<file path="src/rtl/cfgld_pkg.sv">
// Package: word geometry, field bit positions and decode helpers shared by
// the serial configuration loader. Bit positions are 0-based positions in
// the shift register; word bit k sits at register position k-1.
package cfgld_pkg;

    localparam int WORD_W    = 23;
    localparam int CH_BITS   = 1;
    localparam int NUM_CH    = 2 ** CH_BITS;
    localparam int REF_W     = 14;
    localparam int SWL_W     = 7;
    localparam int PRG_W     = 11;
    localparam int MON_W     = 2;
    localparam int MIN_COUNT = 3;

    // Address bits, common to both layouts
    localparam int POS_CH   = 0;
    localparam int POS_KIND = 1;

    // Reference layout
    localparam int POS_MON_LO = 2;
    localparam int POS_REF_LO = POS_MON_LO + MON_W;
    localparam int POS_CS     = POS_REF_LO + REF_W;

    // Feedback layout
    localparam int POS_LDS    = 2;
    localparam int POS_PRESC  = 3;
    localparam int POS_PHASE  = 4;
    localparam int POS_SWL_LO = 5;
    localparam int POS_PRG_LO = POS_SWL_LO + SWL_W;

    typedef struct packed {
        logic [REF_W-1:0] ratio;
        logic [MON_W-1:0] mon;
        logic             cs;
    } ref_cfg_t;

    typedef struct packed {
        logic [PRG_W-1:0] prog;
        logic [SWL_W-1:0] swallow;
        logic             lds;
        logic             presc;
        logic             phase;
    } fb_cfg_t;

    // Extract reference fields from the used part of the word
    function automatic ref_cfg_t unpack_ref(input logic [POS_CS:POS_MON_LO] f);
        ref_cfg_t c;
        c.ratio = f[POS_REF_LO +: REF_W];
        c.mon   = f[POS_MON_LO +: MON_W];
        c.cs    = f[POS_CS];
        return c;
    endfunction

    // Extract feedback fields from the word above the address bits
    function automatic fb_cfg_t unpack_fb(input logic [WORD_W-1:POS_LDS] f);
        fb_cfg_t c;
        c.prog    = f[POS_PRG_LO +: PRG_W];
        c.swallow = f[POS_SWL_LO +: SWL_W];
        c.lds     = f[POS_LDS];
        c.presc   = f[POS_PRESC];
        c.phase   = f[POS_PHASE];
        return c;
    endfunction

    // Reference ratio legality
    function automatic logic ref_legal(input ref_cfg_t c);
        return c.ratio >= REF_W'(MIN_COUNT);
    endfunction

    // Feedback counts legality: program floor and swallow below program
    function automatic logic fb_legal(input fb_cfg_t c);
        return (c.prog >= PRG_W'(MIN_COUNT)) && (PRG_W'(c.swallow) < c.prog);
    endfunction

endpackage

</file>
<file path="src/rtl/cfgld_sync.sv">
// Module: multi-lane synchronizer.
// Carries a group of asynchronous single-bit inputs into the clk domain
// through STAGES flip-flops per lane. Assumes every input is held for longer
// than STAGES+1 clk periods, so no edge is lost.
module cfgld_sync #(
    parameter int STAGES = 2,
    parameter int LANES  = 3
) (
    input  logic             clk,
    input  logic             rst_n,
    input  logic [LANES-1:0] async_i,
    output logic [LANES-1:0] sync_o
);

    logic [STAGES-1:0][LANES-1:0] pipe_q;

    // Shift each lane through the synchronizer chain
    always_ff @(posedge clk) begin
        if (!rst_n) begin
            pipe_q <= '0;
        end else begin
            pipe_q[0] <= async_i;
            for (int s = 1; s < STAGES; s++) begin
                pipe_q[s] <= pipe_q[s-1];
            end
        end
    end

    assign sync_o = pipe_q[STAGES-1];

endmodule

</file>
<file path="src/rtl/cfgld_shifter.sv">
// Module: serial-in shift register.
// Moves one bit in at position 0 on each shift strobe; older bits move
// toward the top, so the first bit sent ends at position W-1.
// Assumes shift_en is a single-cycle strobe in the clk domain.
module cfgld_shifter #(
    parameter int W = 23
) (
    input  logic         clk,
    input  logic         rst_n,
    input  logic         shift_en,
    input  logic         din,
    output logic [W-1:0] word_o
);

    // Accept one bit per strobe
    always_ff @(posedge clk) begin
        if (!rst_n) begin
            word_o <= '0;
        end else if (shift_en) begin
            word_o <= {word_o[W-2:0], din};
        end
    end

    AST_SHIFT_ENTRY: assert property (@(posedge clk) disable iff (!rst_n)
        shift_en |=> (word_o[0] == $past(din)));

    AST_IDLE_HOLD: assert property (@(posedge clk) disable iff (!rst_n)
        !shift_en |=> $stable(word_o));

endmodule

</file>
<file path="src/rtl/cfgld_chan_latch.sv">
// Module: latch sets for one synthesizer channel.
// Holds a reference set and a feedback set. On a load strobe whose channel
// bit equals CH_ID, the set named by the kind bit is written, but only if its
// decoded values are legal; otherwise reject_o is raised for that cycle.
// Assumes load_stb is a single-cycle strobe and word_i is stable around it.
module cfgld_chan_latch
    import cfgld_pkg::*;
#(
    parameter int CH_ID = 0
) (
    input  logic              clk,
    input  logic              rst_n,
    input  logic              load_stb,
    input  logic [WORD_W-1:0] word_i,
    output ref_cfg_t          ref_o,
    output fb_cfg_t           fb_o,
    output logic              reject_o
);

    ref_cfg_t ref_next;
    fb_cfg_t  fb_next;
    logic     ch_match;
    logic     ref_hit;
    logic     fb_hit;
    logic     ref_ok;
    logic     fb_ok;

    // Decode address and candidate fields
    always_comb begin
        ref_next = unpack_ref(word_i[POS_CS:POS_MON_LO]);
        fb_next  = unpack_fb(word_i[WORD_W-1:POS_LDS]);
        ch_match = (word_i[POS_CH +: CH_BITS] == CH_BITS'(CH_ID));
        ref_hit  = load_stb && ch_match && !word_i[POS_KIND];
        fb_hit   = load_stb && ch_match &&  word_i[POS_KIND];
        ref_ok   = ref_legal(ref_next);
        fb_ok    = fb_legal(fb_next);
        reject_o = (ref_hit && !ref_ok) || (fb_hit && !fb_ok);
    end

    // Reference set update on an accepted reference load
    always_ff @(posedge clk) begin
        if (!rst_n) begin
            ref_o <= '0;
        end else if (ref_hit && ref_ok) begin
            ref_o <= ref_next;
        end
    end

    // Feedback set update on an accepted feedback load
    always_ff @(posedge clk) begin
        if (!rst_n) begin
            fb_o <= '0;
        end else if (fb_hit && fb_ok) begin
            fb_o <= fb_next;
        end
    end

    AST_REF_UNADDR_HOLD: assert property (@(posedge clk) disable iff (!rst_n)
        !ref_hit |=> $stable(ref_o));

    AST_FB_UNADDR_HOLD: assert property (@(posedge clk) disable iff (!rst_n)
        !fb_hit |=> $stable(fb_o));

    AST_REF_FLOOR: assert property (@(posedge clk) disable iff (!rst_n)
        (ref_o.ratio == '0) || (ref_o.ratio >= REF_W'(MIN_COUNT)));

    AST_FB_ORDER: assert property (@(posedge clk) disable iff (!rst_n)
        (fb_o.prog == '0) || ((fb_o.prog >= PRG_W'(MIN_COUNT)) &&
                              (PRG_W'(fb_o.swallow) < fb_o.prog)));

    AST_REJECT_KEEPS: assert property (@(posedge clk) disable iff (!rst_n)
        reject_o |=> ($stable(ref_o) && $stable(fb_o)));

endmodule

</file>
<file path="src/rtl/cfg_serial_loader.sv">
// Module: three-wire serial configuration loader (top).
// Synchronizes data, serial clock and load strobe and detects their rising
// edges. It shifts bits into the word register and routes each load to one
// of the per-channel latch sets. The error flag keeps the outcome of the
// latest load. Assumes each serial level is held for several clk periods.
module cfg_serial_loader
    import cfgld_pkg::*;
#(
    parameter int SYNC_STAGES = 2
) (
    input  logic                      clk,
    input  logic                      rst_n,
    input  logic                      ser_clk_i,
    input  logic                      ser_data_i,
    input  logic                      ser_load_i,
    output logic [NUM_CH*REF_W-1:0]   ref_ratio_o,
    output logic [NUM_CH*MON_W-1:0]   ref_mon_o,
    output logic [NUM_CH-1:0]         ref_cs_o,
    output logic [NUM_CH*SWL_W-1:0]   fb_swallow_o,
    output logic [NUM_CH*PRG_W-1:0]   fb_prog_o,
    output logic [NUM_CH-1:0]         fb_lds_o,
    output logic [NUM_CH-1:0]         fb_presc_o,
    output logic [NUM_CH-1:0]         fb_phase_o,
    output logic                      load_err_o
);

    localparam int LANES  = 3;
    localparam int L_DATA = 0;
    localparam int L_SCLK = 1;
    localparam int L_LOAD = 2;

    logic [LANES-1:0]  lvl;
    logic              sclk_prev_q;
    logic              load_prev_q;
    logic              shift_stb;
    logic              load_stb;
    logic [WORD_W-1:0] word;
    logic [NUM_CH-1:0] reject;

    cfgld_sync #(
        .STAGES (SYNC_STAGES),
        .LANES  (LANES)
    ) u_sync (
        .clk     (clk),
        .rst_n   (rst_n),
        .async_i ({ser_load_i, ser_clk_i, ser_data_i}),
        .sync_o  (lvl)
    );

    // Remember the previous synchronized levels for edge detection
    always_ff @(posedge clk) begin
        if (!rst_n) begin
            sclk_prev_q <= 1'b0;
            load_prev_q <= 1'b0;
        end else begin
            sclk_prev_q <= lvl[L_SCLK];
            load_prev_q <= lvl[L_LOAD];
        end
    end

    assign shift_stb = lvl[L_SCLK] && !sclk_prev_q;
    assign load_stb  = lvl[L_LOAD] && !load_prev_q;

    cfgld_shifter #(
        .W (WORD_W)
    ) u_shift (
        .clk      (clk),
        .rst_n    (rst_n),
        .shift_en (shift_stb),
        .din      (lvl[L_DATA]),
        .word_o   (word)
    );

    for (genvar c = 0; c < NUM_CH; c++) begin : g_ch
        ref_cfg_t ref_q;
        fb_cfg_t  fb_q;

        cfgld_chan_latch #(
            .CH_ID (c)
        ) u_latch (
            .clk      (clk),
            .rst_n    (rst_n),
            .load_stb (load_stb),
            .word_i   (word),
            .ref_o    (ref_q),
            .fb_o     (fb_q),
            .reject_o (reject[c])
        );

        assign ref_ratio_o[c*REF_W +: REF_W]  = ref_q.ratio;
        assign ref_mon_o[c*MON_W +: MON_W]    = ref_q.mon;
        assign ref_cs_o[c]                    = ref_q.cs;
        assign fb_swallow_o[c*SWL_W +: SWL_W] = fb_q.swallow;
        assign fb_prog_o[c*PRG_W +: PRG_W]    = fb_q.prog;
        assign fb_lds_o[c]                    = fb_q.lds;
        assign fb_presc_o[c]                  = fb_q.presc;
        assign fb_phase_o[c]                  = fb_q.phase;
    end

    // Record whether the latest load was refused
    always_ff @(posedge clk) begin
        if (!rst_n) begin
            load_err_o <= 1'b0;
        end else if (load_stb) begin
            load_err_o <= |reject;
        end
    end

    AST_ERR_QUIET: assert property (@(posedge clk) disable iff (!rst_n)
        !load_stb |=> $stable(load_err_o));

    AST_REJECT_ONLY_ON_LOAD: assert property (@(posedge clk) disable iff (!rst_n)
        !load_stb |-> (reject == '0));

    AST_LOAD_PULSE: assert property (@(posedge clk) disable iff (!rst_n)
        load_stb |=> !load_stb);

    AST_ONE_REJECTER: assert property (@(posedge clk) disable iff (!rst_n)
        $onehot0(reject));

endmodule

</file>
<file path="config.mk">
export PLATFORM = sky130hd
export DESIGN_NAME = cfg_serial_loader
export DESIGN_NICKNAME = d
export VERILOG_FILES = /design/src/rtl/cfgld_pkg.sv /design/src/rtl/cfgld_sync.sv /design/src/rtl/cfgld_shifter.sv /design/src/rtl/cfgld_chan_latch.sv /design/src/rtl/cfg_serial_loader.sv
export SDC_FILE = /design/constraint.sdc
export NUM_CORES = 1
export LEC_CHECK = 0
export ABC_AREA = 1
export BUFFER_PORTS_ARGS = -buffer_cell sky130_fd_sc_hd__buf_4
export CAP_MARGIN = 30
export CELL_PAD_IN_SITES_DETAIL_PLACEMENT = 0
export CELL_PAD_IN_SITES_GLOBAL_PLACEMENT = 1
export CORE_MARGIN = 8
export CORE_UTILIZATION = 25
export DETAILED_ROUTE_END_ITERATION = 16
export GPL_ROUTABILITY_DRIVEN = 0
export PLACE_DENSITY_LB_ADDON = 0.1
export SLEW_MARGIN = 30
export SYNTH_ARGS = -nofsm -noshare
export SYNTH_HDL_FRONTEND = slang
export SYNTH_SLANG_ARGS = --single-unit
export TNS_END_PERCENT = 5
</file>
<file path="constraint.sdc">
create_clock -name clk -period 1.8 [get_ports clk]
set_clock_uncertainty 0.1 [all_clocks]
set_input_delay 0.36 -clock clk [delete_from_list [all_inputs] [get_ports clk]]
set_output_delay 0.36 -clock clk [all_outputs]
set_load 0.01 [all_outputs]
</file>
==> results of run 1 <==
[metal layers]
layer	track usage, %	routed length (µm)
met1	16.1	6590
met5	0	0
met2	20.3	6520
met4	4.74	161
met3	2.55	538
[kinds of logic after synthesis]
family          Yosys count  share of synthesized area, %
simple gates            297                          30.2
compound gates           85                          10.5
flops                   108                          49.2
fa+ha+maj                 6                          1.71
buf+inv                  75                          8.34
[power by group]
group / switching [µW] / internal, µW / leakage [µW]
clock network: 866 / 1200 / 0.000144
logic: 405 / 234 / 0.00149
registers: 29.0 / 2430 / 0.000876
[cell type report]
type	instances	area, µm²
clock inverters	3	65.1
repair buffers	128	1100
multi-input cells	388	2010
flip-flops and latches	108	2170
fillers	1818	11200
clock buffers	10	229
inverters	41	154
well taps	225	282
[cell usage in the layout (no fill, tap or decap)]
| master | instances |
|---|---|
| clkbuf_1 | 1 |
| nor2_4 | 8 |
| nand3_1 | 77 |
| buf_4 | 118 |
| a21oi_2 | 11 |
| ha_4 | 3 |
| o21ai_0 | 24 |
| dfxtp_2 | 4 |
| a21oi_1 | 50 |
| nand4_1 | 2 |
| nand2_2 | 17 |
| ha_1 | 3 |
| nand3_4 | 2 |
| dfxtp_1 | 104 |
| clkbuf_16 | 11 |
| buf_12 | 8 |
| nor2_2 | 21 |
| inv_1 | 30 |
| nor3_4 | 1 |
| clkinv_2 | 1 |
| nand3_2 | 1 |
| nand2_4 | 2 |
| bufinv_16 | 2 |
| clkinv_1 | 1 |
| nand2_1 | 92 |
| inv_2 | 10 |
| nor2_1 | 74 |
[per-stage QoR]
stage	util [%]	total power, µW	TNS, ps	std cells	hold slack (ps)
floorplan	-	2910	0	571	290
global placement	31.8	3110	0	886	294
detailed placement	31.8	3110	0	886	300
CTS	33.5	5210	0	899	75.2
global route	34.8	5400	-2450	903	87.7
finish	34.8	5160	0	903	91.7
[state kept, by name (all words and copies together) (netlist names)]
name / count
u_sync.sync_o: 3
u_sync.pipe_q: 3
load_err_o: 1
sclk_prev_q: 1
g_ch.u_latch.fb_o: 42
load_prev_q: 1
g_ch.u_latch.ref_o: 34
u_shift.word_o: 23
[worst min path at each step]
stage,start,to,slack [ps]
finish,ser_load_i,u_sync.pipe_q[2]$_SDFF_PN0_,90
global route,ser_load_i,u_sync.pipe_q[2]$_SDFF_PN0_,90
CTS,ser_load_i,u_sync.pipe_q[2]$_SDFF_PN0_,80
detailed placement,u_sync.pipe_q[0]$_SDFF_PN0_,u_sync.sync_o[0]$_SDFF_PN0_,300
global placement,u_sync.pipe_q[0]$_SDFF_PN0_,u_sync.sync_o[0]$_SDFF_PN0_,290
floorplan,u_sync.pipe_q[0]$_SDFF_PN0_,u_sync.sync_o[0]$_SDFF_PN0_,290
[repair_timing]
action                                  CTS  global route
endpoints found under the hold margin     0             0
buffers inserted                          0             2
endpoints found under the setup margin    0            69
gates resized for setup                   0            42
[critical path: stages (launching register included)]
cell	delay [ps]
dfxtp_2	320
inv_1	50
ha_1	280
a21oi_1	130
nand2_1	110
nand2_2	110
nand3_4	90
nor2_4	130
buf_12	140
clkbuf_16	160
nor2_2	30
nor2_1	90
==> flow_metrics.tcl, run 1 <==
set metrics [dict create \
    finalMaxSlewViolations 0 \
    core_area_um2 17200 \
    crit_start "u_shift.word_o[14]$_SDFFE_PN0P_" \
    synth_area_um2 4400 \
    path_clk_slew_ps 70 \
    grt_pass1_wl_um 21600 \
    place_hpwl_um 10100 \
    antenna_found_initial 0 \
    dr.pass1.iters 4 \
    cts_max_level 3 \
    syn_inst 571 \
    synth-seq-cells 108 \
    grt_overflow 0 \
    critPathCapture "g_ch[0].u_latch.fb_o[6]$_SDFFE_PN0P_" \
    clk_latency_ps 350 \
    stdcell_area_um2 6000 \
    yosysSeqAreaShare_pct 49.2 \
    layout-drive-gt1-share_pct 32.4 \
    finalHoldViolCount 0 \
    finalSetupViolCount 0 \
    reg2reg_from "u_shift.word_o[14]$_SDFFE_PN0P_" \
    holdPathStages 3 \
    die_w_um 149 \
    netlist_top_cells_count "dfxtp_1, nand2_1, nor2_1" \
    antenna_left 0 \
    drcViolationCount 0 \
    grt.total_usage_pct 12.6 \
    cts_root_buffer "clkbuf_16" \
    status "finished, final reports clean" \
    die_area_um2 22100 \
    yosysTopAreaCell "dfxtp_1" \
    tightest_slew_ps 431 \
    arrival_ps 1990 \
    cts_inserted_buffers 9 \
    holdBufCountCts 0 \
    synth.area.top_cells "dfxtp_1, nand3_1, nand2_1, nor2_1, a21oi_1" \
    row_count 48 \
    initial_core_util_pct 25.5 \
    vdd_ir_drop_max_mv 0.456 \
    yosysMostFrequentCell "dfxtp_1" \
    n_antenna_cell 0 \
    wirelength_um 13800 \
    yosys_most_used_dff "dfxtp_1" \
    postPlaceCellArea_um2 5490 \
    power.density_nw_per_um2 859 \
    vias 3925 \
    clockBufferDepth 2 \
    cp-start-kind "flop" \
    num-nets-final 687 \
    die_h_um 149 \
    pin_count 82 \
    power.leakage_uw 0.00251 \
    yosysTopAreaCellShare_pct 49.2 \
    port_buffers 81 \
    grt_start_max_net_pins 47 \
    cp_data_required_time_ps 1990 \
    synth_nets 582 \
    critPathCaptureType "flop" \
    pre_cts_ws_ps 18.2 \
    cts_tree "yes" \
    drt_iter0_markers 201 \
    reg2reg_depth 11 \
    worstSetupPathType "flop to flop" \
    fin_crit_ps 1800 \
    path_max_fanout 5 \
    cap_violations 0 \
    ys.warnings.count 0 \
    regToRegSetupSlack_ps 0.7 \
    avgSynthCellArea_um2 7.70 \
    min_path_type "primary input to flop" \
    first_global_vias 3928 \
    r2r-end "g_ch[0].u_latch.fb_o[6]$_SDFFE_PN0P_" \
    max_freq_ghz 0.556 \
    synthArstFlopShare_pct 0 \
    rsz0062_at_grt "true" \
    synth.distinct_cells 25 \
    area_delta_synth_final_pct 36.6 \
    vias_per_cell 4.35 \
    fin_crit_sh_pct 100 \
    slew_headroom_pct 71.3 \
    numClockSinks 108 \
    layout_setup_ws_ps 0.688 \
    synth_edf_count 0 \
    wire_per_inst_um 15.3 \
]
Power figures use the tool's default switching activity.
==> run 2, diff against run 1 <==
--- a/config.mk
+++ b/config.mk
@@ -13,6 +13,8 @@
 export CORE_MARGIN = 8
 export CORE_UTILIZATION = 25
+export CTS_CLUSTER_SIZE = 25
 export DETAILED_ROUTE_END_ITERATION = 16
 export GPL_ROUTABILITY_DRIVEN = 0
+export MAX_ROUTING_LAYER = met4
 export PLACE_DENSITY_LB_ADDON = 0.1
 export SLEW_MARGIN = 30
==> constraint.sdc (replaced) <==
create_clock -name clk -period 1.8 [get_ports clk]
set_clock_uncertainty 0.1 [all_clocks]
set_input_delay 0.27 -clock clk [delete_from_list [all_inputs] [get_ports clk]]
set_output_delay 0.27 -clock clk [all_outputs]
set_load 0.01 [all_outputs]
==> flow_metrics.tcl, run 2 (same netlist as run 1, synthesis figures left out) <==
set metrics [dict create \
    status "complete, but fails checks" \
    violations "negative setup slack" \
    drt_iter0_markers 193 \
    r2r-end "g_ch[0].u_latch.fb_o[11]$_SDFFE_PN0P_" \
    path_max_fanout 8 \
    holdPathEnd "u_sync.sync_o[0]$_SDFF_PN0_" \
    die_h_um 149 \
    grt_pass1_wl_um 22000 \
    regToRegSetupSlack_ps -2 \
    arrival_ps 1950 \
    row_count 48 \
    worstSetupPathType "flop to flop" \
    grt_start_max_net_pins 75 \
    cap_violations 0 \
    vias 4020 \
    fin_cells 910 \
    top_register "g_ch.u_latch.fb_o" \
    largest_reg_flops 42 \
    area_delta_synth_final_pct 37.3 \
    cts_max_level 3 \
    rsz0062_at_grt "true" \
    p_total_uw 5120 \
    reg_top3 "g_ch.u_latch.fb_o x42, g_ch.u_latch.ref_o x34, u_shift.word_o x23" \
    dp.cells 884 \
    cp-start-kind "flop" \
    power.density_nw_per_um2 849 \
    num-nets-final 691 \
    die_w_um 149 \
    antenna_left 0 \
    antenna_found_initial 0 \
    cts_root_buffer "clkbuf_16" \
    initial_core_util_pct 25.5 \
    place_hpwl_um 9990 \
    finalHoldViolCount 0 \
    reg2reg_depth 11 \
    slowest_delay_ps 340 \
    max_freq_ghz 0.555 \
    wirelength_um 14200 \
    slowest_stage "dfxtp_2" \
    critPathCaptureType "flop" \
    final_cell_mix "buf_4, dfxtp_1, nor2_1, nand2_1, nand3_1" \
    tightest_slew_ps 716 \
    pre_cts_ws_ps -5.95 \
    cp_data_required_time_ps 1950 \
    fin_crit_sh_pct 100 \
    clockBufferDepth 2 \
    pin_count 82 \
    hold_path.startpoint "u_sync.pipe_q[0]$_SDFF_PN0_" \
    port_buffers 81 \
    numClockSinks 108 \
    crit_chain "inv_2, ha_4, a21oi_2, nand2_4, nor2_2, nand2_2, nand2_8, clkbuf_16, nand3_1, nand2_1, nor2_1" \
    met3_length_um 464 \
    slew_headroom_pct 52.3 \
    final_common_cell "buf_4" \
    finalMaxSlewViolations 0 \
    wire_per_inst_um 15.6 \
    cts_tree "yes" \
    holdPathStages 2 \
    grt.total_usage_pct 13.1 \
    grt_overflow 0 \
    setup-tns-final_ps -2.03 \
    clk_latency_ps 350 \
    path_clk_slew_ps 70 \
    fin_crit_ps 1800 \
    reg2reg_from "u_shift.word_o[18]$_SDFFE_PN0P_" \
    met1_length_um 6880 \
    min_path_type "flop to flop" \
    dr.pass1.iters 4 \
    first_global_vias 3963 \
    postPlaceCellArea_um2 5470 \
    vias_per_cell 4.42 \
    drcViolationCount 0 \
    layout_setup_ws_ps -2.03 \
    n_antenna_cell 0 \
    core_area_um2 17200 \
    cts_inserted_buffers 9 \
    power.leakage_uw 0.00251 \
    routed.top_layer "met4" \
    finalSetupViolCount 1 \
    wl_met2_um 6690 \
    stdcell_area_um2 6030 \
    layout-drive-gt1-share_pct 32.1 \
    die_area_um2 22100 \
    vdd_ir_drop_max_mv 0.470 \
]
## run 2: power breakdown
part	leakage (µW)	internal [µW]	switching [µW]
Clock	0.000129	975	907
Combinational	0.00150	321	456
Sequential	0.000878	2430	30.3
Total	0.00251	3730	1390
## run 2: layout make-up
type | count | area [µm²]
Sequential cell | 108 | 2170
Multi-Input combinational cell | 388 | 2000
Fill cell | 1834 | 11200
Clock inverter | 4 | 25.0
Tap cell | 225 | 282
Inverter | 41 | 154
Timing Repair Buffer | 132 | 1150
Clock buffer | 12 | 246
## run 2: through the flow
stage | hold slack [ps] | util (%)
floorplan | 268 | -
global placement | 293 | 31.7
detailed placement | 301 | 31.7
CTS | 318 | 33.5
global route | 341 | 35.0
finish | 314 | 35.0
## run 2: what timing repair did
action | CTS | global route
hold endpoints to repair | 3 | 0
buffers inserted | 0 | 2
endpoints found under the setup margin | 35 | 54
gates cloned | 0 | 5
pin swaps | 0 | 12
resized for setup | 1 | 41
hold buffers | 3 | 0
## run 2: worst max path at each step
stage,start,end,depth (start not counted)
final,u_shift.word_o[18]$_SDFFE_PN0P_,g_ch[0].u_latch.fb_o[11]$_SDFFE_PN0P_,11
after global routing,u_shift.word_o[18]$_SDFFE_PN0P_,g_ch[0].u_latch.fb_o[9]$_SDFFE_PN0P_,13
after CTS,u_shift.word_o[18]$_SDFFE_PN0P_,g_ch[1].u_latch.fb_o[16]$_SDFFE_PN0P_,11
after detailed placement,u_shift.word_o[18]$_SDFFE_PN0P_,g_ch[0].u_latch.fb_o[11]$_SDFFE_PN0P_,10
after global placement,u_shift.word_o[18]$_SDFFE_PN0P_,g_ch[1].u_latch.fb_o[16]$_SDFFE_PN0P_,13
after floorplan,u_shift.word_o[18]$_SDFFE_PN0P_,g_ch[1].u_latch.fb_o[0]$_SDFFE_PN0P_,12
## run 2: per-layer routing
layer,global-route usage (%),vias up
met5,-,-
met4,4.33,0
met3,2.73,14
met2,20.6,54
met1,16.5,1898
li1,-,2054
## run 2: critical path: cells and delay by family, from the launching register on
kind            cells  cell delay [ps]
compound gates      1              200
fa+ha+maj           1              220
buf+inv             2              210
flops               1              340
simple gates        7              640
==> run 3, diff against run 2 <==
PLACE_DENSITY = 0.67   (was unset)
PLACE_DENSITY_LB_ADDON = unset   (was 0.1)
==> flow_metrics.tcl, run 3 (same netlist as run 1, synthesis figures left out) <==
set metrics [dict create \
    postPlaceCellArea_um2 5430 \
    numClockSinks 108 \
    grt_start_max_net_pins 49 \
    critPathCaptureType "flop" \
    pre_cts_ws_ps -20.1 \
    min_path_type "primary input to flop" \
    finalSetupViolCount 0 \
    layout_setup_ws_ps 59.2 \
    cap_violations 0 \
    switchingPower_uw 1330 \
    utilization_pct 34.5 \
    status "finished, final reports clean" \
    finalHoldViolCount 0 \
    path_clk_slew_ps 70 \
    slowest_stage "dfxtp_2" \
    die_h_um 149 \
    vias 4024 \
    arrival_ps 1860 \
    pwr-share-clk_pct 38.8 \
    path_max_fanout 17 \
    critPathBufInv 2 \
    path_depth 8 \
    vdd_ir_drop_max_mv 0.437 \
    wire_per_inst_um 14.5 \
    cts_inserted_buffers 9 \
    worstSetupPathType "flop to flop" \
    power.leakage_uw 0.00247 \
    initial_core_util_pct 25.5 \
    reg_top3 "g_ch.u_latch.fb_o x42, g_ch.u_latch.ref_o x34, u_shift.word_o x23" \
    row_count 48 \
    finalMaxSlewViolations 0 \
    drt_iter0_markers 386 \
    swShare_pct 25.8 \
    cts_max_level 3 \
    seqPwrFrac_pct 47.7 \
    pin_count 82 \
    port_buffers 81 \
    clk_latency_ps 360 \
    fin_crit_sh_pct 96.7 \
    die_area_um2 22100 \
    dr.pass1.iters 4 \
    p_int_uw 3840 \
    path_common_cell "buf_4" \
    drcViolationCount 0 \
    first_global_vias 3921 \
    wirelength_um 13200 \
    rsz0062_at_grt "true" \
    crit_chain "buf_4, nor2_1, nand2_1, nor2_2, nand3_4, buf_4, nand3_1, a21oi_1" \
    cp-start-kind "flop" \
    fin_crit_ps 1740 \
    slowest_delay_ps 330 \
    layout-drive-gt1-share_pct 30.5 \
    grt_pass1_wl_um 20500 \
    cts_root_buffer "clkbuf_16" \
    area_delta_synth_final_pct 35.2 \
    tightest_slew_ps 399 \
    core_area_um2 17200 \
    cts_tree "yes" \
    num-nets-final 685 \
    power.density_nw_per_um2 870 \
    cp_data_required_time_ps 1920 \
    largest_reg_flops 42 \
    place_hpwl_um 9540 \
    p_comb_share_pct 13.5 \
    cpLargestDelayFamily "simple AND/OR/NAND/NOR gates" \
    n_antenna_cell 0 \
    antenna_found_initial 0 \
    stdcell_area_um2 5940 \
    grt_overflow 0 \
    holdPathStages 3 \
    reg2reg_depth 8 \
    die_w_um 149 \
    antenna_left 0 \
    final_cell_mix "buf_4, dfxtp_1, nor2_1, nand2_1, nand3_1" \
    clockBufferDepth 2 \
    final_common_cell "buf_4" \
    vias_per_cell 4.45 \
    setup-tns-final_ps 0 \
    max_freq_ghz 0.574 \
    grt.total_usage_pct 12.1 \
    slew_headroom_pct 73.4 \
    top_register "g_ch.u_latch.fb_o" \
]
run 3: cell types whose count changed in the layout (fill, tap and decap cells not counted), sizes merged:
| cell | change |
|---|---|
| clkinv | +1 |
| bufinv | +1 |
| clkbuf | -1 |
| clkinvlp | -2 |
| buf | -5 |
run 3: power by group through the flow:
stage | logic [µW] | registers, µW | clock network (µW)
after floorplan | 395 | 2520 | 0
after global placement | 572 | 2520 | 0
after detailed placement | 580 | 2520 | 0
after CTS | 611 | 2460 | 2070
after global routing | 761 | 2470 | 2160
final | 696 | 2470 | 2010
run 3: area by class of cell:
type | instances | area (µm²)
clock inverters | 4 | 48.8
fillers | 1840 | 11300
inverters | 41 | 154
flip-flops and latches | 108 | 2170
repair buffers | 126 | 1080
well taps | 225 | 282
multi-input cells | 388 | 1960
clock buffers | 12 | 246
run 3: repair_timing:
item,CTS,global route
buffers inserted,2,0
resized for setup,10,23
hold buffers,3,0
gates cloned,1,2
pin swaps,5,8
endpoints found under the setup margin,24,57
hold endpoints to repair,3,0
run 3: final timing paths:
kind	startpoint	to	slack (ps)
setup / recovery	u_shift.word_o[16]$_SDFFE_PN0P_	g_ch[0].u_latch.ref_o[2]$_SDFFE_PN0P_	60
hold / removal	rst_n	g_ch[0].u_latch.fb_o[13]$_SDFFE_PN0P_	200
setup reg to reg	u_shift.word_o[16]$_SDFFE_PN0P_	g_ch[0].u_latch.ref_o[2]$_SDFFE_PN0P_	60
hold reg to reg	u_sync.pipe_q[2]$_SDFF_PN0_	u_sync.sync_o[2]$_SDFF_PN0_	310
run 3: routing by layer:
| metal | vias to the layer above | routed length, µm | global-route usage [%] |
|---|---|---|---|
| met5 | - | 0 | - |
| met4 | 0 | 436 | 6.83 |
| met3 | 31 | 576 | 1.79 |
| met2 | 92 | 6430 | 19.6 |
| met1 | 1853 | 5710 | 14.1 |
| li1 | 2048 | - | - |
run 3: stage by stage:
| stage | hold WS (ps) | std cells | power (µW) |
|---|---|---|---|
| floorplan | 268 | 571 | 2910 |
| global placement | 293 | 880 | 3090 |
| detailed placement | 296 | 880 | 3100 |
| CTS | 186 | 902 | 5150 |
| global route | 216 | 904 | 5390 |
| finish | 200 | 904 | 5170 |
run 3: worst register-to-register path, stage by stage (launching register included):
cell and delay, ps:
dfxtp_2 330, buf_4 160, nor2_1 160, nand2_1 110, nor2_2 160, nand3_4 160
buf_4 250, nand3_1 110, a21oi_1 70
